File: config.mk
export PLATFORM = sky130hd
export DESIGN_NAME = sdram_cmd_tracker
export DESIGN_NICKNAME = d
export VERILOG_FILES = /design/src/rtl/cmdtrk_pkg.sv /design/src/rtl/cmdtrk_decode.sv /design/src/rtl/cmdtrk_mode.sv /design/src/rtl/cmdtrk_bank.sv /design/src/rtl/sdram_cmd_tracker.sv
export SDC_FILE = /design/constraint.sdc
export NUM_CORES = 1
export LEC_CHECK = 0
export BUFFER_PORTS_ARGS = -buffer_cell sky130_fd_sc_hd__buf_2
export CAP_MARGIN = 20
export CELL_PAD_IN_SITES_DETAIL_PLACEMENT = 1
export CELL_PAD_IN_SITES_GLOBAL_PLACEMENT = 1
export CORE_MARGIN = 2
export CORE_UTILIZATION = 38
export CTS_CLUSTER_SIZE = 25
export DETAILED_ROUTE_END_ITERATION = 10
export GPL_ROUTABILITY_DRIVEN = 0
export GPL_TIMING_DRIVEN = 0
export PLACE_DENSITY = 0.8
export SLEW_MARGIN = 10
export SYNTH_ARGS = -nofsm -noshare
export SYNTH_HDL_FRONTEND = slang
export SYNTH_HIERARCHICAL = 1
export SYNTH_SLANG_ARGS = --single-unit
File: constraint.sdc
create_clock -name clk -period 3.6 [get_ports clk]
set_clock_uncertainty 0.2 [all_clocks]
set_input_delay 0.36 -clock clk [delete_from_list [all_inputs] [get_ports clk]]
set_output_delay 0.36 -clock clk [all_outputs]
set_load 0.03 [all_outputs]
File: src/rtl/cmdtrk_pkg.sv
package cmdtrk_pkg;

    typedef enum logic [3:0] {
        CMD_DESEL = 4'd0,
        CMD_NOP   = 4'd1,
        CMD_ACT   = 4'd2,
        CMD_READ  = 4'd3,
        CMD_WRITE = 4'd4,
        CMD_PRE   = 4'd5,
        CMD_REF   = 4'd6,
        CMD_MRS   = 4'd7,
        CMD_RSVD  = 4'd8
    } cmd_e;

    typedef enum logic [1:0] {
        PWR_RUN     = 2'd0,
        PWR_PDN_PRE = 2'd1,
        PWR_PDN_ACT = 2'd2
    } pwr_e;

    typedef enum logic [1:0] {
        BK_IDLE   = 2'd0,
        BK_OPEN   = 2'd1,
        BK_APWAIT = 2'd2
    } bank_e;

endpackage

File: src/rtl/cmdtrk_decode.sv
module cmdtrk_decode
    import cmdtrk_pkg::*;
(
    input  logic cs_n,
    input  logic ras_n,
    input  logic cas_n,
    input  logic we_n,
    output cmd_e cmd
);

    always_comb begin
        if (cs_n) begin
            cmd = CMD_DESEL;
        end else begin
            unique case ({ras_n, cas_n, we_n})
                3'b111:  cmd = CMD_NOP;
                3'b011:  cmd = CMD_ACT;
                3'b101:  cmd = CMD_READ;
                3'b100:  cmd = CMD_WRITE;
                3'b010:  cmd = CMD_PRE;
                3'b001:  cmd = CMD_REF;
                3'b000:  cmd = CMD_MRS;
                default: cmd = CMD_RSVD;
            endcase
        end
    end

endmodule

File: src/rtl/cmdtrk_mode.sv
module cmdtrk_mode #(
    parameter int LAT_W   = 5,
    parameter int CL_BASE = 7,
    parameter int WL_BASE = 1
) (
    input  logic             clk,
    input  logic             rst_n,
    input  logic             load,
    input  logic [6:0]       field,
    output logic             field_ok,
    output logic [LAT_W-1:0] cas_lat,
    output logic [LAT_W-1:0] wr_lat,
    output logic             burst8
);

    logic [2:0] cl_code_q;
    logic [2:0] wl_code_q;
    logic       bl8_q;

    always_ff @(posedge clk) begin
        if (!rst_n) begin
            cl_code_q <= 3'd0;
            wl_code_q <= 3'd0;
            bl8_q     <= 1'b0;
        end else if (load) begin
            bl8_q     <= field[0];
            cl_code_q <= field[3:1];
            wl_code_q <= field[6:4];
        end
    end

    always_comb begin
        field_ok = (field[3:1] != 3'd7) && (field[6:4] != 3'd7);
        cas_lat  = LAT_W'(CL_BASE) + LAT_W'(cl_code_q);
        wr_lat   = LAT_W'(WL_BASE) + LAT_W'(wl_code_q);
        burst8   = bl8_q;
    end

endmodule

File: src/rtl/cmdtrk_bank.sv
module cmdtrk_bank
    import cmdtrk_pkg::*;
#(
    parameter int ROW_W = 12,
    parameter int LAT_W = 5
) (
    input  logic             clk,
    input  logic             rst_n,
    input  logic             open_req,
    input  logic             rwap_req,
    input  logic             close_req,
    input  logic [ROW_W-1:0] row_in,
    input  logic [LAT_W-1:0] delay_in,
    output bank_e            state_o,
    output logic [ROW_W-1:0] row_o
);

    bank_e            state_q, state_d;
    logic [LAT_W-1:0] cnt_q, cnt_d;
    logic [ROW_W-1:0] row_q, row_d;

    always_ff @(posedge clk) begin
        if (!rst_n) begin
            state_q <= BK_IDLE;
            cnt_q   <= '0;
            row_q   <= '0;
        end else begin
            state_q <= state_d;
            cnt_q   <= cnt_d;
            row_q   <= row_d;
        end
    end

    always_comb begin
        state_d = state_q;
        cnt_d   = cnt_q;
        row_d   = row_q;
        unique case (state_q)
            BK_IDLE: begin
                if (open_req) begin
                    state_d = BK_OPEN;
                    row_d   = row_in;
                end
            end
            BK_OPEN: begin
                if (close_req) begin
                    state_d = BK_IDLE;
                end else if (rwap_req) begin
                    state_d = BK_APWAIT;
                    cnt_d   = delay_in;
                end
            end
            BK_APWAIT: begin
                if (close_req || cnt_q == LAT_W'(1)) begin
                    state_d = BK_IDLE;
                end else begin
                    cnt_d = cnt_q - LAT_W'(1);
                end
            end
            default: state_d = BK_IDLE;
        endcase
    end

    always_comb begin
        state_o = state_q;
        row_o   = (state_q == BK_IDLE) ? '0 : row_q;
    end

endmodule

File: src/rtl/sdram_cmd_tracker.sv
module sdram_cmd_tracker
    import cmdtrk_pkg::*;
#(
    parameter int NUM_BANKS = 8,
    parameter int ROW_W     = 12,
    parameter int COL_W     = 9,
    parameter int AP_BIT    = 8,
    parameter int CL_BASE   = 7,
    parameter int WL_BASE   = 1,
    localparam int BANK_W   = $clog2(NUM_BANKS),
    localparam int LAT_W    = $clog2(CL_BASE + 7 + 4 + 1)
) (
    input  logic                       clk,
    input  logic                       rst_n,
    input  logic                       cke_i,
    input  logic                       cs_n_i,
    input  logic                       ras_n_i,
    input  logic                       cas_n_i,
    input  logic                       we_n_i,
    input  logic [BANK_W-1:0]          ba_i,
    input  logic [ROW_W-1:0]           addr_i,
    output logic [3:0]                 cmd_o,
    output logic [BANK_W-1:0]          bank_o,
    output logic [ROW_W-1:0]           row_o,
    output logic [COL_W-1:0]           col_o,
    output logic                       auto_pre_o,
    output logic                       pre_all_o,
    output logic                       illegal_o,
    output logic [NUM_BANKS-1:0]       bank_open_o,
    output logic [NUM_BANKS*ROW_W-1:0] open_row_o,
    output logic [1:0]                 pwr_o,
    output logic [LAT_W-1:0]           cas_lat_o,
    output logic [LAT_W-1:0]           wr_lat_o,
    output logic                       burst8_o
);

    cmd_e                 raw_cmd;
    pwr_e                 pwr_q, pwr_d;
    bank_e                bk_state [NUM_BANKS];
    logic [ROW_W-1:0]     bk_row   [NUM_BANKS];
    logic [NUM_BANKS-1:0] bk_busy;
    logic [NUM_BANKS-1:0] open_req, rwap_req, close_req;
    logic                 any_busy, run_cyc, illegal, mode_load, field_ok;
    logic [LAT_W-1:0]     cas_lat, wr_lat, ap_delay;
    logic                 burst8;

    cmd_e                 cmd_q;
    logic [BANK_W-1:0]    bank_q;
    logic [ROW_W-1:0]     row_q;
    logic [COL_W-1:0]     col_q;
    logic                 ap_q, pa_q, ill_q;

    cmdtrk_decode u_decode (
        .cs_n  (cs_n_i),
        .ras_n (ras_n_i),
        .cas_n (cas_n_i),
        .we_n  (we_n_i),
        .cmd   (raw_cmd)
    );

    cmdtrk_mode #(
        .LAT_W   (LAT_W),
        .CL_BASE (CL_BASE),
        .WL_BASE (WL_BASE)
    ) u_mode (
        .clk      (clk),
        .rst_n    (rst_n),
        .load     (mode_load),
        .field    (addr_i[6:0]),
        .field_ok (field_ok),
        .cas_lat  (cas_lat),
        .wr_lat   (wr_lat),
        .burst8   (burst8)
    );

    for (genvar b = 0; b < NUM_BANKS; b++) begin : g_bank
        cmdtrk_bank #(
            .ROW_W (ROW_W),
            .LAT_W (LAT_W)
        ) u_bank (
            .clk       (clk),
            .rst_n     (rst_n),
            .open_req  (open_req[b]),
            .rwap_req  (rwap_req[b]),
            .close_req (close_req[b]),
            .row_in    (addr_i),
            .delay_in  (ap_delay),
            .state_o   (bk_state[b]),
            .row_o     (bk_row[b])
        );
        assign bk_busy[b]                      = (bk_state[b] != BK_IDLE);
        assign open_row_o[b*ROW_W +: ROW_W]    = bk_row[b];
    end

    assign any_busy = |bk_busy;
    assign run_cyc  = (pwr_q == PWR_RUN) && cke_i;
    assign ap_delay = ((raw_cmd == CMD_READ) ? cas_lat : wr_lat)
                    + (burst8 ? LAT_W'(4) : LAT_W'(2));

    // Command legality and per-bank requests
    always_comb begin
        logic [NUM_BANKS-1:0] sel;
        for (int b = 0; b < NUM_BANKS; b++) begin
            sel[b] = (ba_i == BANK_W'(b));
        end
        illegal   = 1'b0;
        mode_load = 1'b0;
        open_req  = '0;
        rwap_req  = '0;
        close_req = '0;
        if (run_cyc) begin
            unique case (raw_cmd)
                CMD_ACT: begin
                    if (bk_state[ba_i] != BK_IDLE) illegal = 1'b1;
                    else                           open_req = sel;
                end
                CMD_READ, CMD_WRITE: begin
                    if (bk_state[ba_i] != BK_OPEN) illegal = 1'b1;
                    else if (addr_i[AP_BIT])       rwap_req = sel;
                end
                CMD_PRE: begin
                    close_req = addr_i[AP_BIT] ? '1 : sel;
                end
                CMD_REF: begin
                    illegal = any_busy;
                end
                CMD_MRS: begin
                    if (any_busy || (ba_i == '0 && !field_ok)) illegal = 1'b1;
                    else                                       mode_load = (ba_i == '0);
                end
                CMD_RSVD: illegal = 1'b1;
                default: ;
            endcase
        end
    end

    // Power state register
    always_ff @(posedge clk) begin
        if (!rst_n) pwr_q <= PWR_RUN;
        else        pwr_q <= pwr_d;
    end

    // Power state transitions
    always_comb begin
        pwr_d = pwr_q;
        unique case (pwr_q)
            PWR_RUN:     if (!cke_i) pwr_d = any_busy ? PWR_PDN_ACT : PWR_PDN_PRE;
            PWR_PDN_PRE: if (cke_i)  pwr_d = PWR_RUN;
            PWR_PDN_ACT: if (cke_i)  pwr_d = PWR_RUN;
            default:     pwr_d = PWR_RUN;
        endcase
    end

    // Registered command report
    always_ff @(posedge clk) begin
        if (!rst_n) begin
            cmd_q  <= CMD_DESEL;
            bank_q <= '0;
            row_q  <= '0;
            col_q  <= '0;
            ap_q   <= 1'b0;
            pa_q   <= 1'b0;
            ill_q  <= 1'b0;
        end else begin
            cmd_q  <= run_cyc ? raw_cmd : CMD_DESEL;
            bank_q <= (run_cyc && raw_cmd != CMD_DESEL && raw_cmd != CMD_NOP) ? ba_i : '0;
            row_q  <= (run_cyc && raw_cmd == CMD_ACT) ? addr_i : '0;
            if (run_cyc && (raw_cmd == CMD_READ || raw_cmd == CMD_WRITE)) begin
                col_q <= {addr_i[COL_W:AP_BIT+1], addr_i[AP_BIT-1:0]};
                ap_q  <= addr_i[AP_BIT];
            end else begin
                col_q <= '0;
                ap_q  <= 1'b0;
            end
            pa_q   <= run_cyc && raw_cmd == CMD_PRE && addr_i[AP_BIT];
            ill_q  <= illegal;
        end
    end

    assign cmd_o       = cmd_q;
    assign bank_o      = bank_q;
    assign row_o       = row_q;
    assign col_o       = col_q;
    assign auto_pre_o  = ap_q;
    assign pre_all_o   = pa_q;
    assign illegal_o   = ill_q;
    assign bank_open_o = bk_busy;
    assign pwr_o       = pwr_q;
    assign cas_lat_o   = cas_lat;
    assign wr_lat_o    = wr_lat;
    assign burst8_o    = burst8;

endmodule

# After elaboration in Yosys (flattened, before gate mapping)

Index checks and enable logic that the tools add are counted.

Bitwise operators: 1
Magnitude comparators: 1
Equality and inequality tests: 100
Mux-type cells: 108
$add $sub $neg: 11
Reductions and logical operators: 81

Operators by type and width:

| operator                                              | count |
|---|---|
| two-way mux 5 bit                                     | 25 |
| two-way mux 12 bit                                    | 8 |
| two-way mux 8 bit                                     | 10 |
| one-hot mux 5 bit (2 select lines)                    | 8 |
| two-way mux 2 bit                                     | 37 |
| inequality test 2 bit, second input constant          | 33 |
| one-hot mux 2 bit (3 select lines)                    | 8 |
| == test 5 x 1 -> 1 bit, second input constant         | 8 |
| subtractor 5 x 1 -> 5 bit, second input constant      | 8 |
| nonzero test 2 bit                                    | 17 |
| AND reduction 4 bit                                   | 8 |
| inequality test 3 bit, second input constant          | 10 |
| one-hot mux 4 bit (7 select lines)                    | 1 |
| AND reduction 2 bit                                   | 13 |
| AND reduction 3 bit                                   | 8 |
| == test 3 bit, second input constant                  | 7 |
| inequality test 2 x 1 -> 1 bit, second input constant | 10 |
| == test 2 x 1 -> 1 bit, second input constant         | 9 |
| == test 2 bit, second input constant                  | 9 |
| zero test 2 bit                                       | 9 |
| == test 4 x 3 -> 1 bit, second input constant         | 4 |
| == test 3 x 2 -> 1 bit, second input constant         | 4 |
| logical OR 1 bit                                      | 10 |
| logical AND 1 bit                                     | 9 |
| 20 further kinds                                      | 29 |

Bits in registers: 192
Output and inout port bits: 148

# Depth between registers and ports, before layout

Word-level depth: 11
Gate-level depth with buffers: 14
Depth with buffers taken out: 14

# Modules after synthesis

Netlist, hierarchy kept.

By module, submodules not included:

| module            | area an instance (µm²) | cells each | instances | sequential area each (µm²) |
|---|---|---|---|---|
| cmdtrk_bank       | 938.4                  | 120        | 8         | 380.4 |
| sdram_cmd_tracker | 1855.5                 | 195        | 1         | 660.6 |
| cmdtrk_mode       | 366.6                  | 37         | 1         | 140.1 |
| cmdtrk_decode     | 60.1                   | 8          | 1         | 0.0 |

# Least setup slack after synthesis

Ideal clock, no wire load.

Path type: in2reg
From: in cas_n_i
To: reg g_bank[0].u_bank.cnt_q[4]
Arrival time: 3.236 ns
Required time: 3.341 ns
Setup slack: 0.105 ns
Stages: 14
Path buffers: 0
Setup time: 0.059 ns
Cells stage by stage: nor2b_2 o31ai_1 nand2_1 nor3_2 mux2_2 ha_1 a21o_1 nand2_1 xnor2_1 nor2_1 a21oi_1 nand4b_1 a21oi_1 o31a_1

Cells in the longest elaborated chain, start to end: 9
Elaborated cells between the ends (all ways): 27

Ends and longest elaborated chain:

| what                                           | RTL line                | source |
|---|---|---|
| start: declaration                             | sdram_cmd_tracker.sv:18 | `input logic cas_n_i,` |
| == test 3 x 1 -> 1 bit (tied with other cells) | cmdtrk_decode.sv:15     | `unique case ({ras_n, cas_n, we_n})` |
| one-hot mux 4 bit (7 select lines) *           | cmdtrk_decode.sv:15     |  |
| two-way mux 4 bit *                            | cmdtrk_decode.sv:12     | `if (cs_n) begin` |
| named net raw_cmd[1]                           | sdram_cmd_tracker.sv:37 | `cmd_e raw_cmd;` |
| == test 4 x 2 -> 1 bit *                       | sdram_cmd_tracker.sv:97 | `assign ap_delay = ((raw_cmd == CMD_READ) ? cas_lat : wr_lat)` |
| two-way mux 5 bit *                            | sdram_cmd_tracker.sv:97 |  |
| adder 5 x 3 -> 5 bit *                         | sdram_cmd_tracker.sv:98 | `+ (burst8 ? LAT_W'(4) : LAT_W'(2));` |
| named net ap_delay[4]                          | sdram_cmd_tracker.sv:44 | `logic [LAT_W-1:0] cas_lat, wr_lat, ap_delay;` |
| two-way mux 5 bit *                            | cmdtrk_bank.sv:48       | `end else if (rwap_req) begin` |
| two-way mux 5 bit *                            | cmdtrk_bank.sv:46       | `if (close_req) begin` |
| one-hot mux 5 bit (2 select lines) *           | cmdtrk_bank.sv:38       | `unique case (state_q)` |
| end signal: assignment                         | cmdtrk_bank.sv:29       | `cnt_q <= cnt_d;` |
| end: declaration                               | cmdtrk_bank.sv:19       | `logic [LAT_W-1:0] cnt_q, cnt_d;` |

Mark *: on every way through the listed nets, which the timed path passes. The rest lies on a longest branch. The select of a mux whose other input is x is not followed.
A chain may end at the register's enable or synchronous reset.

# Worst setup path in the final report

From: in cs_n_i
To: reg g_bank[2].u_bank.cnt_q[4]

Cells in the longest elaborated chain, start to end: 7
Elaborated cells between the ends (all ways): 19

Ends and longest elaborated chain:

| what                               | RTL line                | source |
|---|---|---|
| start: declaration                 | sdram_cmd_tracker.sv:16 | `input logic cs_n_i,` |
| two-way mux 4 bit                  | cmdtrk_decode.sv:12     |  |
| named net raw_cmd[1]               | sdram_cmd_tracker.sv:37 |  |
| == test 4 x 2 -> 1 bit             | sdram_cmd_tracker.sv:97 |  |
| two-way mux 5 bit                  | sdram_cmd_tracker.sv:97 |  |
| adder 5 x 3 -> 5 bit               | sdram_cmd_tracker.sv:98 |  |
| named net ap_delay[4]              | sdram_cmd_tracker.sv:44 |  |
| two-way mux 5 bit                  | cmdtrk_bank.sv:48       |  |
| two-way mux 5 bit                  | cmdtrk_bank.sv:46       |  |
| one-hot mux 5 bit (2 select lines) | cmdtrk_bank.sv:38       |  |
| end signal: assignment             | cmdtrk_bank.sv:29       |  |
| end: declaration                   | cmdtrk_bank.sv:19       |  |

The timed path passes the listed nets, and every way through them passes these cells. The select of a mux whose other input is x is not followed.

==> reports/qor.csv <==
metric,value,unit
status,"finished, final reports clean",
grt_max_degree,45,
antenna_found_initial,1,
finalCriticalPeriod,3.48,ns
start_util,38.8,%
dieArea,27100,um^2
syn-cell-area,9790,um^2
worst_setup_path_start_kind,input pin,
cp.required,3.77,ns
setup_viol,0,
finalHoldViolations,0,
crit_path_max_fanout,8,
cap_violations,0,
num_vias,9173,
ys_warn_count,6,
cts_tree,yes,
avgSynthCellArea,8.16,um^2
ys.flop_type,dfxtp_1,
numPortBuffers,166,
cp.arrival,3.65,ns
coreArea,25300,um^2
rr_endpoint,g_bank[7].u_bank/cnt_q[0],
grt.total_usage,24.6,%
synthCells,1200,
p_leak,0.00439,uW
rows,58,
cellPowerDensity,371,nW/um^2
reg2regPathDepth,10,
fin_total_pwr,4350,uW
finalNetCount,1434,
min_path_cells,3,
synth_top_area_share,39.3,%
syn_to_final_growth,19.7,%
wl_per_cell,18.8,um
cts.sink_count,192,
ys_ff_latch,192,
synth_area_leaders,"dfxtp_1 39%, nand2_1 9.5%, nor2b_1 7.2%, a21oi_1 6.3%, nor2_1 3.7%",
end_kind,flip-flop,
via_per_inst,5.28,
reg2reg_from,pwr_o[0],
holdPathEnd,g_bank[7].u_bank/row_q[10],
ys_types,68,
clockBufferDepth,2,
insertion_delay,0.44,ns
critPathKind,in -> reg,
hpwl,23.2,mm
firstDrtPassIters,5,
grt_pass1_wl,51.5,mm
synth_edf_count,0,
hp-class,in -> reg,
clk_pin_slew,0.09,ns
synthArstFlopShare,0,%
die_x,165,um
io_pins,170,
relSlewSlack,30.6,%
reg2reg_slack,0.55,ns
htree_levels,4,
finalNonFillerCells,1736,
ctsHoldBuffers,0,
drt-total-wl,32.7,mm
drive_gt1_share,22.6,%
hold_slack,0.119,ns
cts_root_buf,clkbuf_16,
peakVddDrop,0.000326,V
fin_util,46.4,%
finalMaxSlewViolations,0,
die_y,165,um
cts-buffers-inserted,17,
ant_nets,0,
worstMarginPinSlew,1.04,ns
drc,0,
yosys.area.top_type,dfxtp_1,
dp.cells,1698,
seq_area_frac_synth,39.3,%
fmax,288,MHz
grt_pass1_vias,9410,
timing.final.crit_share,96.6,%
drt_iter0_markers,532,
hp-start,addr_i[10],
grt.overflow.total,0,
cell usage in the layout, fill, tap and decap left out, types with 9 or more instances in the layout:
master     netlist  final
a21oi_1        123    122
dfxtp_1        192    192
buf_4           10     13
nand4_1          9      9
nor3_1          19     19
a211o_1          9      9
nor2_1          97     96
clkinv_1         9      9
and3_1          15     15
buf_2            8    174
a21oi_2          9      9
inv_1           35     35
clkbuf_1        27     28
mux2i_1         26     26
clkbuf_16        0     17
nor2b_1        112    112
ha_1            21     21
nand2_1        248    248
a21o_2           9      9
o21ai_0         10     10
and2b_2          9      9
buf_6           13     14
nand3_1         10     10
o31a_1          16     16
and2_1          32     32
timing repair:
item,4_1_cts,5_1_grt
setup endpoints to repair,24,12
resized for setup,6,1
setup buffers,0,3
pin swaps,0,1
worst max-delay path by stage:
stage,from,to,slack [ns],depth (start not counted)
final,cs_n_i,g_bank[2].u_bank/cnt_q[4],0.12,15
after global routing,cs_n_i,g_bank[2].u_bank/cnt_q[4],-0.004,14
after CTS,we_n_i,g_bank[2].u_bank/cnt_q[4],0.07,15
after detailed placement,cas_n_i,g_bank[2].u_bank/cnt_q[4],-1.14,15
after global placement,cas_n_i,g_bank[4].u_bank/cnt_q[4],-0.92,15
after floorplan,cas_n_i,g_bank[0].u_bank/cnt_q[4],0.10,14
cell type report:
class	count	area [um^2]
fill	3170	13500
multi-input combinational	905	5430
sequential	192	3840
timing repair buffer	170	865
clock buffer	18	429
tap	330	413
buffer	60	392
clock inverter	14	166
inverter	44	165
antenna	3	7.51
power breakdown:
| part | switching (uW) | total [uW] | leakage [uW] | internal, uW |
|---|---|---|---|---|
| registers | 6.96 | 2140 | 0.00155 | 2130 |
| logic | 218 | 298 | 0.00255 | 80.5 |
| clock network | 973 | 1910 | 0.000285 | 938 |
| total | 1200 | 4350 | 0.00439 | 3150 |
metal layers:
metal / global-route usage [%] / vias to the layer above / wire length (um)
li1: - / 4423 / -
met1: 33.5 / 4488 / 14900
met2: 40.0 / 225 / 15300
met3: 4.75 / 37 / 1910
met4: 6.21 / 0 / 529
met5: 0 / - / 0
stage by stage:
stage                     setup TNS, ns  setup WS [ns]  instance area [um^2]
final                                 0          0.123                 11700
after global routing           -0.00427       -0.00427                 11700
after CTS                             0         0.0690                 11700
after detailed placement         -21.22          -1.14                 11000
after global placement           -18.14         -0.924                 11000
after floorplan                       0          0.105                  9790
sequential cells by signal, summed over array words and instances, names as in the netlist:
register	flops
g_bank.u_bank/row_q	96
u_mode/wl_code_q	3
pwr_o	2
cmd_o	4
g_bank.u_bank/cnt_q	40
u_mode/burst8	1
col_o	9
illegal_o	1
pre_all_o	1
auto_pre_o	1
u_mode/cl_code_q	3
bank_o	3
g_bank.u_bank/state_o	16
row_o	12
Yosys cell counts (all sizes together) (16+ instances only):
master  count
and2       33
nor2b     113
inv        35
clkbuf     28
and3       16
nor2       97
buf        32
nand2     249
ha         21
mux2i      26
a21oi     132
nor3       24
o31a       16
dfxtp     192
worst max-delay path, cell delays in order:
cell and delay (ns):
buf_2 0.14, or3b_1 0.44, o31ai_4 0.13, nand2_1 0.22, nor3_4 0.37, mux2_2 0.40
ha_1 0.29, a21o_1 0.13, nand2_1 0.08, xnor2_1 0.15, nor2_1 0.08, a21oi_4 0.33
nand4b_1 0.15, a21oi_1 0.21, o31a_1 0.15
cells by family (layout without fill, tap and decap cells):
| family | after synthesis | after routing | synth area share [%] |
|---|---|---|---|
| flops | 192 | 192 | 39.3 |
| fa+ha+maj | 23 | 23 | 2.99 |
| simple gates | 621 | 621 | 33.2 |
| buf+inv | 104 | 306 | 5.69 |
| other cells | 1 | 5 | 0.0383 |
| mux | 32 | 32 | 3.35 |
| compound gates | 221 | 221 | 14.9 |
| xor+xnor | 6 | 6 | 0.537 |
No activity file was read; power rests on OpenSTA's default activity.
